$ cat config.mk
export PLATFORM = sky130hd
export DESIGN_NAME = dch_access_ctl
export DESIGN_NICKNAME = d
export VERILOG_FILES = /design/src/rtl/dch_prio_pkg.sv /design/src/rtl/dch_echo_counter.sv /design/src/rtl/dch_prio_level.sv /design/src/rtl/dch_coll_det.sv /design/src/rtl/dch_access_ctl.sv
export SDC_FILE = /design/constraint.sdc
export NUM_CORES = 1
export LEC_CHECK = 0
export ABC_CLOCK_PERIOD_IN_PS = 3800
export BUFFER_PORTS_ARGS = -buffer_cell sky130_fd_sc_hd__buf_2
export CORE_AREA = 5 5 42 44
export DETAILED_ROUTE_END_ITERATION = 8
export DIE_AREA = 0 0 47 49
export PLACE_DENSITY_LB_ADDON = 0.12
export SLEW_MARGIN = 10
export SYNTH_ARGS = -nofsm -noshare
export SYNTH_HDL_FRONTEND = slang
export SYNTH_HIERARCHICAL = 1
export SYNTH_SLANG_ARGS = --single-unit
$ cat constraint.sdc
create_clock -name clk_i -period 3.8 [get_ports clk_i]
set_input_delay 0.76 -clock clk_i [delete_from_list [all_inputs] [get_ports clk_i]]
set_output_delay 0.76 -clock clk_i [all_outputs]
set_load 0.02 [all_outputs]
$ cat src/rtl/dch_prio_pkg.sv
package dch_prio_pkg;
  typedef enum logic [1:0] {
    ST_IDLE = 2'd0,
    ST_SEND = 2'd1,
    ST_BACK = 2'd2
  } acc_state_e;
endpackage

$ cat src/rtl/dch_echo_counter.sv
module dch_echo_counter #(
  parameter int CNT_W = 4
) (
  input  logic             clk_i,
  input  logic             rst_ni,
  input  logic             hold_clr_i,
  input  logic             e_stb_i,
  input  logic             e_bit_i,
  input  logic [CNT_W-1:0] term_i,
  output logic [CNT_W-1:0] cnt_o,
  output logic             reach_o
);
  logic [CNT_W-1:0] cnt_q, cnt_d;

  always_comb begin
    cnt_d = cnt_q;
    if (hold_clr_i)
      cnt_d = '0;
    else if (e_stb_i) begin
      if (!e_bit_i)
        cnt_d = '0;
      else if (cnt_q < term_i)
        cnt_d = cnt_q + CNT_W'(1);
    end
  end

  always_ff @(posedge clk_i or negedge rst_ni) begin
    if (!rst_ni) cnt_q <= '0;
    else         cnt_q <= cnt_d;
  end

  // reach is evaluated on the next count so grant can follow the same edge
  assign reach_o = !hold_clr_i && (cnt_d >= term_i);
  assign cnt_o   = cnt_q;
endmodule

$ cat src/rtl/dch_prio_level.sv
module dch_prio_level #(
  parameter int HI_CNT = 8,
  parameter int LO_CNT = 10,
  parameter int CNT_W  = 4
) (
  input  logic             clk_i,
  input  logic             rst_ni,
  input  logic             class_low_i,
  input  logic             lower_i,
  input  logic             reach_i,
  output logic [CNT_W-1:0] term_o,
  output logic             level_low_o
);
  localparam int NUM_TERMS = 4;
  logic [CNT_W-1:0] term_tab [NUM_TERMS];
  logic             level_q;

  for (genvar g = 0; g < NUM_TERMS; g++) begin : g_term
    localparam int BASE = (g / 2 == 0) ? HI_CNT : LO_CNT;
    assign term_tab[g] = CNT_W'(BASE + (g % 2));
  end

  always_ff @(posedge clk_i or negedge rst_ni) begin
    if (!rst_ni)                  level_q <= 1'b0;
    else if (lower_i)             level_q <= 1'b1;
    else if (reach_i && level_q)  level_q <= 1'b0;
  end

  assign term_o      = term_tab[{class_low_i, level_q}];
  assign level_low_o = level_q;
endmodule

$ cat src/rtl/dch_coll_det.sv
module dch_coll_det (
  input  logic clk_i,
  input  logic rst_ni,
  input  logic active_i,
  input  logic d_stb_i,
  input  logic d_bit_i,
  input  logic e_stb_i,
  input  logic e_bit_i,
  output logic coll_o
);
  logic last_d_q, sent_q;

  always_ff @(posedge clk_i or negedge rst_ni) begin
    if (!rst_ni) begin
      last_d_q <= 1'b0;
      sent_q   <= 1'b0;
    end else if (!active_i) begin
      sent_q   <= 1'b0;
    end else if (d_stb_i) begin
      last_d_q <= d_bit_i;
      sent_q   <= 1'b1;
    end
  end

  assign coll_o = active_i && sent_q && e_stb_i && (e_bit_i != last_d_q);
endmodule

$ cat src/rtl/dch_access_ctl.sv
module dch_access_ctl
  import dch_prio_pkg::*;
#(
  parameter int HI_CNT = 8,
  parameter int LO_CNT = 10
) (
  input  logic clk_i,
  input  logic rst_ni,
  input  logic e_stb_i,
  input  logic e_bit_i,
  input  logic d_stb_i,
  input  logic d_bit_i,
  input  logic frame_pulse_i,
  input  logic class_low_i,
  input  logic tx_req_i,
  input  logic pkt_done_i,
  output logic grant_o,
  output logic d_tx_en_o,
  output logic tx_abort_o,
  output logic coll_irq_o
);
  localparam int CNT_W = $clog2(LO_CNT + 2);

  acc_state_e       state_q, state_d;
  logic [CNT_W-1:0] term_w, cnt_w;
  logic             reach_w, coll_w, level_low_w, abort_q;
  logic             sending, done_ok;

  assign sending = (state_q == ST_SEND);
  assign done_ok = sending && !coll_w && pkt_done_i;

  dch_echo_counter #(.CNT_W(CNT_W)) u_cnt (
    .clk_i      (clk_i),
    .rst_ni     (rst_ni),
    .hold_clr_i (sending),
    .e_stb_i    (e_stb_i),
    .e_bit_i    (e_bit_i),
    .term_i     (term_w),
    .cnt_o      (cnt_w),
    .reach_o    (reach_w)
  );

  dch_prio_level #(.HI_CNT(HI_CNT), .LO_CNT(LO_CNT), .CNT_W(CNT_W)) u_lvl (
    .clk_i       (clk_i),
    .rst_ni      (rst_ni),
    .class_low_i (class_low_i),
    .lower_i     (done_ok),
    .reach_i     (reach_w),
    .term_o      (term_w),
    .level_low_o (level_low_w)
  );

  dch_coll_det u_coll (
    .clk_i    (clk_i),
    .rst_ni   (rst_ni),
    .active_i (sending),
    .d_stb_i  (d_stb_i),
    .d_bit_i  (d_bit_i),
    .e_stb_i  (e_stb_i),
    .e_bit_i  (e_bit_i),
    .coll_o   (coll_w)
  );

  always_comb begin
    state_d = state_q;
    unique case (state_q)
      ST_IDLE: if (tx_req_i && reach_w) state_d = ST_SEND;
      ST_SEND: begin
        if (coll_w)          state_d = ST_BACK;
        else if (pkt_done_i) state_d = ST_IDLE;
      end
      ST_BACK: if (frame_pulse_i) state_d = ST_IDLE;
      default: state_d = ST_IDLE;
    endcase
  end

  always_ff @(posedge clk_i or negedge rst_ni) begin
    if (!rst_ni) begin
      state_q <= ST_IDLE;
      abort_q <= 1'b0;
    end else begin
      state_q <= state_d;
      abort_q <= coll_w;
    end
  end

  assign grant_o    = (state_q != ST_IDLE);
  assign d_tx_en_o  = sending;
  assign coll_irq_o = (state_q == ST_BACK);
  assign tx_abort_o = abort_q;
endmodule

# Word-level counts from Yosys, hierarchy flattened
# Cells that the tools add are included.
# W data, S select, Z words.
[totals] register_bits=10 word_cells=49
[op_classes] addsub=1 n_lt_le_gt_ge=3 n_eq_ne=7 muxes=16 bitwise=1 reduce_logical=15
[op_table] cell="$mux W4" count=6
[op_table] cell="$bmux W4 S2" count=1
[op_table] cell="$logic_and A1 B1 Y1" count=8
[op_table] cell="$mux W2" count=4
[op_table] cell="$ne A2 B2 Y1 const B" count=3
[op_table] cell="$pmux W2 S3" count=1
[op_table] cell="$add A4 B1 Y4 const B" count=1
[op_table] cell="$ge A4 B4 Y1" count=1
[op_table] cell="$lt A4 B4 Y1" count=1
[op_table] cell="$mux W1" count=4
[op_table] cell="$reduce_bool A2 Y1" count=2
[op_table] cell="$ge A3 B3 Y1 const B" count=1
[op_table] cell="$ne A3 B3 Y1 const B" count=1
[op_table] cell="$not A2 Y3" count=1
[op_table] cell="$reduce_and A3 Y1" count=1
[op_table] cell="$eq A2 B1 Y1 const B" count=1
[op_table] cell="$eq A2 B2 Y1 const B" count=1
[op_table] cell="$logic_not A1 Y1" count=2
[op_table] cell="$logic_not A2 Y1" count=1
[op_table] cell="$reduce_and A2 Y1" count=1
[op_table] cell="$ne A1 B1 Y1" count=1

# Logic depth before layout (Yosys ltp)
[depth] depth_word=14 ltp_mapped=14 depth_no_buf=13

# Modules after synthesis
# The synthesis kept the hierarchy.
[modules_own_cells] mod="dch_echo_counter" n_inst=1 cells_each=42 area_each_um2=374.1
[modules_own_cells] mod="dch_access_ctl" n_inst=1 cells_each=12 area_each_um2=136.4
[modules_own_cells] mod="dch_coll_det" n_inst=1 cells_each=8 area_each_um2=93.8
[modules_own_cells] mod="dch_prio_level" n_inst=1 cells_each=9 area_each_um2=73.8

# Least setup slack after synthesis
# Ideal clock, no wire load.
[synth_path] path_type="input -> register" from="in class_low_i" to="reg state_q[0]" setup_ns=0.128 t_arrival_ns=2.802 t_required_ns=3.672 path_slack_ns=0.870 cell_stages=14 path_cell_list="buf_4 inv_1 ha_1 o211ai_1 o211ai_2 xor2_1 nand2b_1 ha_1 nand2b_1 a21o_1 a211oi_1 nor3_1 nand2_1 o21ai_0"
[synth_between] elab_chain_cells=14
[synth_rtl] element="from (decl)" line="dch_access_ctl.sv:14" source="input logic class_low_i,"
[synth_rtl] element="$not A2 Y3 (implied by the code) *" line="dch_prio_level.sv:29" source="assign term_o = term_tab[{class_low_i, level_q}];"
[synth_rtl] element="$bmux W4 S2 *" line="dch_prio_level.sv:29"
[synth_rtl] element="$mux W4 (implied by the code) * (2 in series)" line="dch_prio_level.sv:29"
[synth_rtl] element="$lt A4 B4 Y1" line="dch_echo_counter.sv:22" source="else if (cnt_q < term_i)"
[synth_rtl] element="$mux W4" line="dch_echo_counter.sv:22"
[synth_rtl] element="$mux W4" line="dch_echo_counter.sv:20" source="if (!e_bit_i)"
[synth_rtl] element="$mux W4" line="dch_echo_counter.sv:19" source="else if (e_stb_i) begin"
[synth_rtl] element="$mux W4" line="dch_echo_counter.sv:17" source="if (hold_clr_i)"
[synth_rtl] element="$ge A4 B4 Y1 *" line="dch_echo_counter.sv:33" source="assign reach_o = !hold_clr_i && (cnt_d >= term_i);"
[synth_rtl] element="$logic_and A1 B1 Y1 *" line="dch_echo_counter.sv:33"
[synth_rtl] element="via reach_w" line="dch_access_ctl.sv:26" source="logic reach_w, coll_w, level_low_w, abort_q;"
[synth_rtl] element="$logic_and A1 B1 Y1 *" line="dch_access_ctl.sv:67" source="ST_IDLE: if (tx_req_i && reach_w) state_d = ST_SEND;"
[synth_rtl] element="$ne A2 B2 Y1 (no source line) *"
[synth_rtl] element="$reduce_and A3 Y1 (no source line) *"
[synth_rtl] element="to (signal assigned)" line="dch_access_ctl.sv:82" source="state_q <= state_d;"
[synth_rtl] element="to (decl)" line="dch_access_ctl.sv:24" source="acc_state_e state_q, state_d;"
# Mark *: on every way through the listed nets, which the timed path passes. The rest lies on a longest branch. The select of a mux whose other input is x is not followed.
# A chain may end at the register's enable or synchronous reset.

# Worst setup path after layout
# Ends and elaborated chain as after synthesis.

==> summary.txt <==
TritonCTS clock tree: yes
Gate power share: 41.9%
Final #Nets: 104
Most numerous cell in the Yosys netlist: dfrtp_1
Synth Net Count: 89
Setup Total Neg Slack: 0 ps
Post-Synthesis Cells: 71
Worst path cell trace: buf_2, inv_1, ha_1, o211ai_1, o211ai_2, xor2_1, nand2b_1, ha_1, nand2b_1, a21o_1, a211oi_1, nor3_1, nand2_1, o21ai_0
Diodes inserted: 0
Layout cell share with drive strength beyond 1: 27.38%
Yosys warnings: 6
Crit path DAT: 2970 ps
Tmin final: 2834 ps
Setup crit start: class_low_i
Design area: 763.2 um^2
Worst vdd ir: 0.0003044 V
Synth cell count leaders: dfrtp_1 (10), ha_1 (8), inv_1 (7)
Post-placement cell count: 97
Antenna viol nets, final: 0
Crit path buffers/inverters: 2
P per Cell Area: 517.7 nW/um^2
P_int: 0.2531 mW
Largest cells by area after synthesis: dfrtp_1 (37%), ha_1 (15%), buf_4 (4.4%), inv_1 (3.9%), a21o_1 (3.3%)
Largest net degree at the start of global routing: 11
Hold Crit Class: input port to asynchronous set/reset pin
Total Wirelength: 1.244 mm
Sequential share of power: 40.2%
Area Growth Syn to Fin: 12.55%
Hold slack: 349.5 ps
Slowest-stage cell, CP: ha_1
Leak pwr: 0.4229 nW
First-pass GRT wire length: 1.952 mm
Status: finished, final reports clean
Clock Skew: 3.575 ps
R2R setup slack: 1170 ps
Adder-cell share of the synthesized area: 14.76%
Worst R2R Path Depth: 12
Initial Utilization: 48.39%
Synth Area in Simple Gates: 19.00%
Drt wl/cell: 12.44 um
CP Capture Type: register
H-tree depth: 1
GRT Residual Overflow: 0
Slew Viols, Final: 0
Core box area: 1401 um^2
Top delay family on crit path: compound AO/OA/AOI/OAI gates
Longest Clk Path Bufs: 2
Critical Path RT: 3940 ps
Synth cell types: 27
Post-cts resize count: 0
Via count: 503
Crit Path Max Fanout: 7
Clk slew on worst S/H paths: 60 ps
Row cnt: 14
F_max: 352.9 MHz
Switching Power: 0.1420 mW
Num CTS Buffers: 3
Die Height: 49 um
WS Path Type: input port to register
Hpwl dp: 982.2 um
CTS Hold Bufs: 0
Vias in the first global route: 464
Initial DRC count: 3
Multiplexer share of the synthesized area: 2.214%
Post-synthesis register bit count: 10
Tot Pwr: 0.3951 mW
Synthesized cell area: 678.2 um^2
PortBufs: 13
Maxcap violations: 0
Total Routing Usage GR: 11.94%
Area post-placement: 740.7 um^2
Post-synth EDFFs: 0
Crit path largest cell delay: 280 ps
1st-pass router iterations: 4
Clk Latency, worst-skew pair: 260 ps
Post-synthesis xor/xnor area fraction: 2.583%
DRC: 0
Top_reg_cell synth: dfrtp_1
Final Cycle Share: 74.58%
FFs w/ async S/R, synth: 100.0%
Clk Tree Root Cell: clkbuf_4
Synth Area in Compound Gates: 15.13%
Die Area: 2303 um^2
CP Launch Type: input port
Register area share after synthesis: 36.90%
Yosys top cell by area: dfrtp_1
Post-CTS setup buffers: 0
Number of vias per cell: 5.030
Synth Area per Inst: 9.551 um^2
RePlAce Congestion: 0.7301
Top Ports: 14
Width of the die: 47 um
FF-to-FF Start: u_cnt/cnt_o[1]$_DFF_PN0_
Filler cells: 151
Fraction of power spent switching nets: 35.94%
Finished Layout Cells: 100
Clock power frac: 17.8%
Initial antenna violation count: 0
Clock sinks: 10
Largest family of logic cells by synthesized area: simple AND/OR/NAND/NOR gates
CP endpoint: state_q[0]$_DFFE_PN0P_
Hold Violations, Final: 0
Final setup violation count: 0
Synth top area share: 36.90%
RSZ-0062 raised after global routing: false
WP depth: 14
Reg2Reg Capture Point: state_q[0]$_DFFE_PN0P_
-- layout by cell type (no fill, tap or decap), types with 2 or more instances in the layout --
cell / n
conb_1: 2
buf_2: 13
a21o_1: 3
nor2b_1: 3
ha_1: 8
nand2b_1: 2
clkbuf_4: 3
inv_1: 7
a21oi_1: 3
or3_1: 2
dfrtp_1: 10
nand3_1: 3
nand2_1: 4
o21ai_0: 4
nor2_1: 3
-- cell families (layout without fill, tap and decap cells) --
family          Yosys count  after routing
fa+ha+maj                 8              8
xor+xnor                  2              2
simple gates             22             22
other cells               2              2
compound gates           15             15
mux                       1              1
buf+inv                  11             24
flops                    10             10
-- state kept, by name (all words and copies together), names as in the netlist --
signal and count:
u_coll/sent_q 1, state_q 2, u_coll/last_d_q 1, tx_abort_o 1
u_cnt/cnt_o 4, u_lvl/level_low_o 1
-- per-stage QoR --
| step | util, % | setup slack [ps] |
|---|---|---|
| final | 54.46 | 966.0 |
| after floorplan | - | 869.8 |
| after detailed placement | 52.86 | 698.8 |
| after global routing | 54.46 | 862.1 |
| after CTS | 54.46 | 979.3 |
| after global placement | 52.86 | 726.8 |
-- cell type report --
| type | instances | area (um^2) | area share, % |
|---|---|---|---|
| Tap cell | 16 | 20.02 | 2.623 |
| Multi-Input combinational cell | 50 | 371.6 | 48.69 |
| Clock buffer | 3 | 22.52 | 2.951 |
| Sequential cell | 10 | 250.2 | 32.79 |
| Inverter | 7 | 26.28 | 3.443 |
| Timing Repair Buffer | 14 | 72.57 | 9.508 |
-- worst reg2reg max path: stages (launching register included) --
cell and delay, ps:
dfrtp_1 420, ha_1 280, o211ai_1 200, o211ai_2 180, xor2_1 190, nand2b_1 170
ha_1 270, nand2b_1 140, a21o_1 170, a211oi_1 260, nor3_1 100, nand2_1 60
o21ai_0 80
-- power groups by stage --
stage          registers, mW  clock network, mW  logic (mW)
2_1_floorplan          0.152                  0       0.134
3_3_place_gp           0.161                  0       0.163
3_5_place_dp           0.161                  0       0.167
4_1_cts                0.159             0.0748       0.167
5_1_grt                0.162             0.0791       0.185
6_report               0.159             0.0704       0.166
-- per-layer routing --
metal | track usage (%) | part of all wire [%] | vias up
met1 | 16.52 | 51 | 225
met5 | 0 | 0 | -
met4 | 8.295 | 1.8 | 0
met3 | 3.321 | 4.0 | 2
met2 | 15.38 | 43 | 10
li1 | - | - | 266
-- worst min path at each step --
stage | start | to | slack, ps
5_1_grt | rst_ni | tx_abort_o$_DFF_PN0_ | 350
2_1_floorplan | u_lvl/level_low_o$_DFFE_PN0P_ | u_lvl/level_low_o$_DFFE_PN0P_ | 450
3_5_place_dp | u_coll/sent_q$_DFFE_PN0P_ | u_coll/sent_q$_DFFE_PN0P_ | 470
3_3_place_gp | u_coll/sent_q$_DFFE_PN0P_ | u_coll/sent_q$_DFFE_PN0P_ | 470
4_1_cts | rst_ni | tx_abort_o$_DFF_PN0_ | 350
6_report | rst_ni | tx_abort_o$_DFF_PN0_ | 350
No activity file was read; power rests on OpenSTA's default activity.
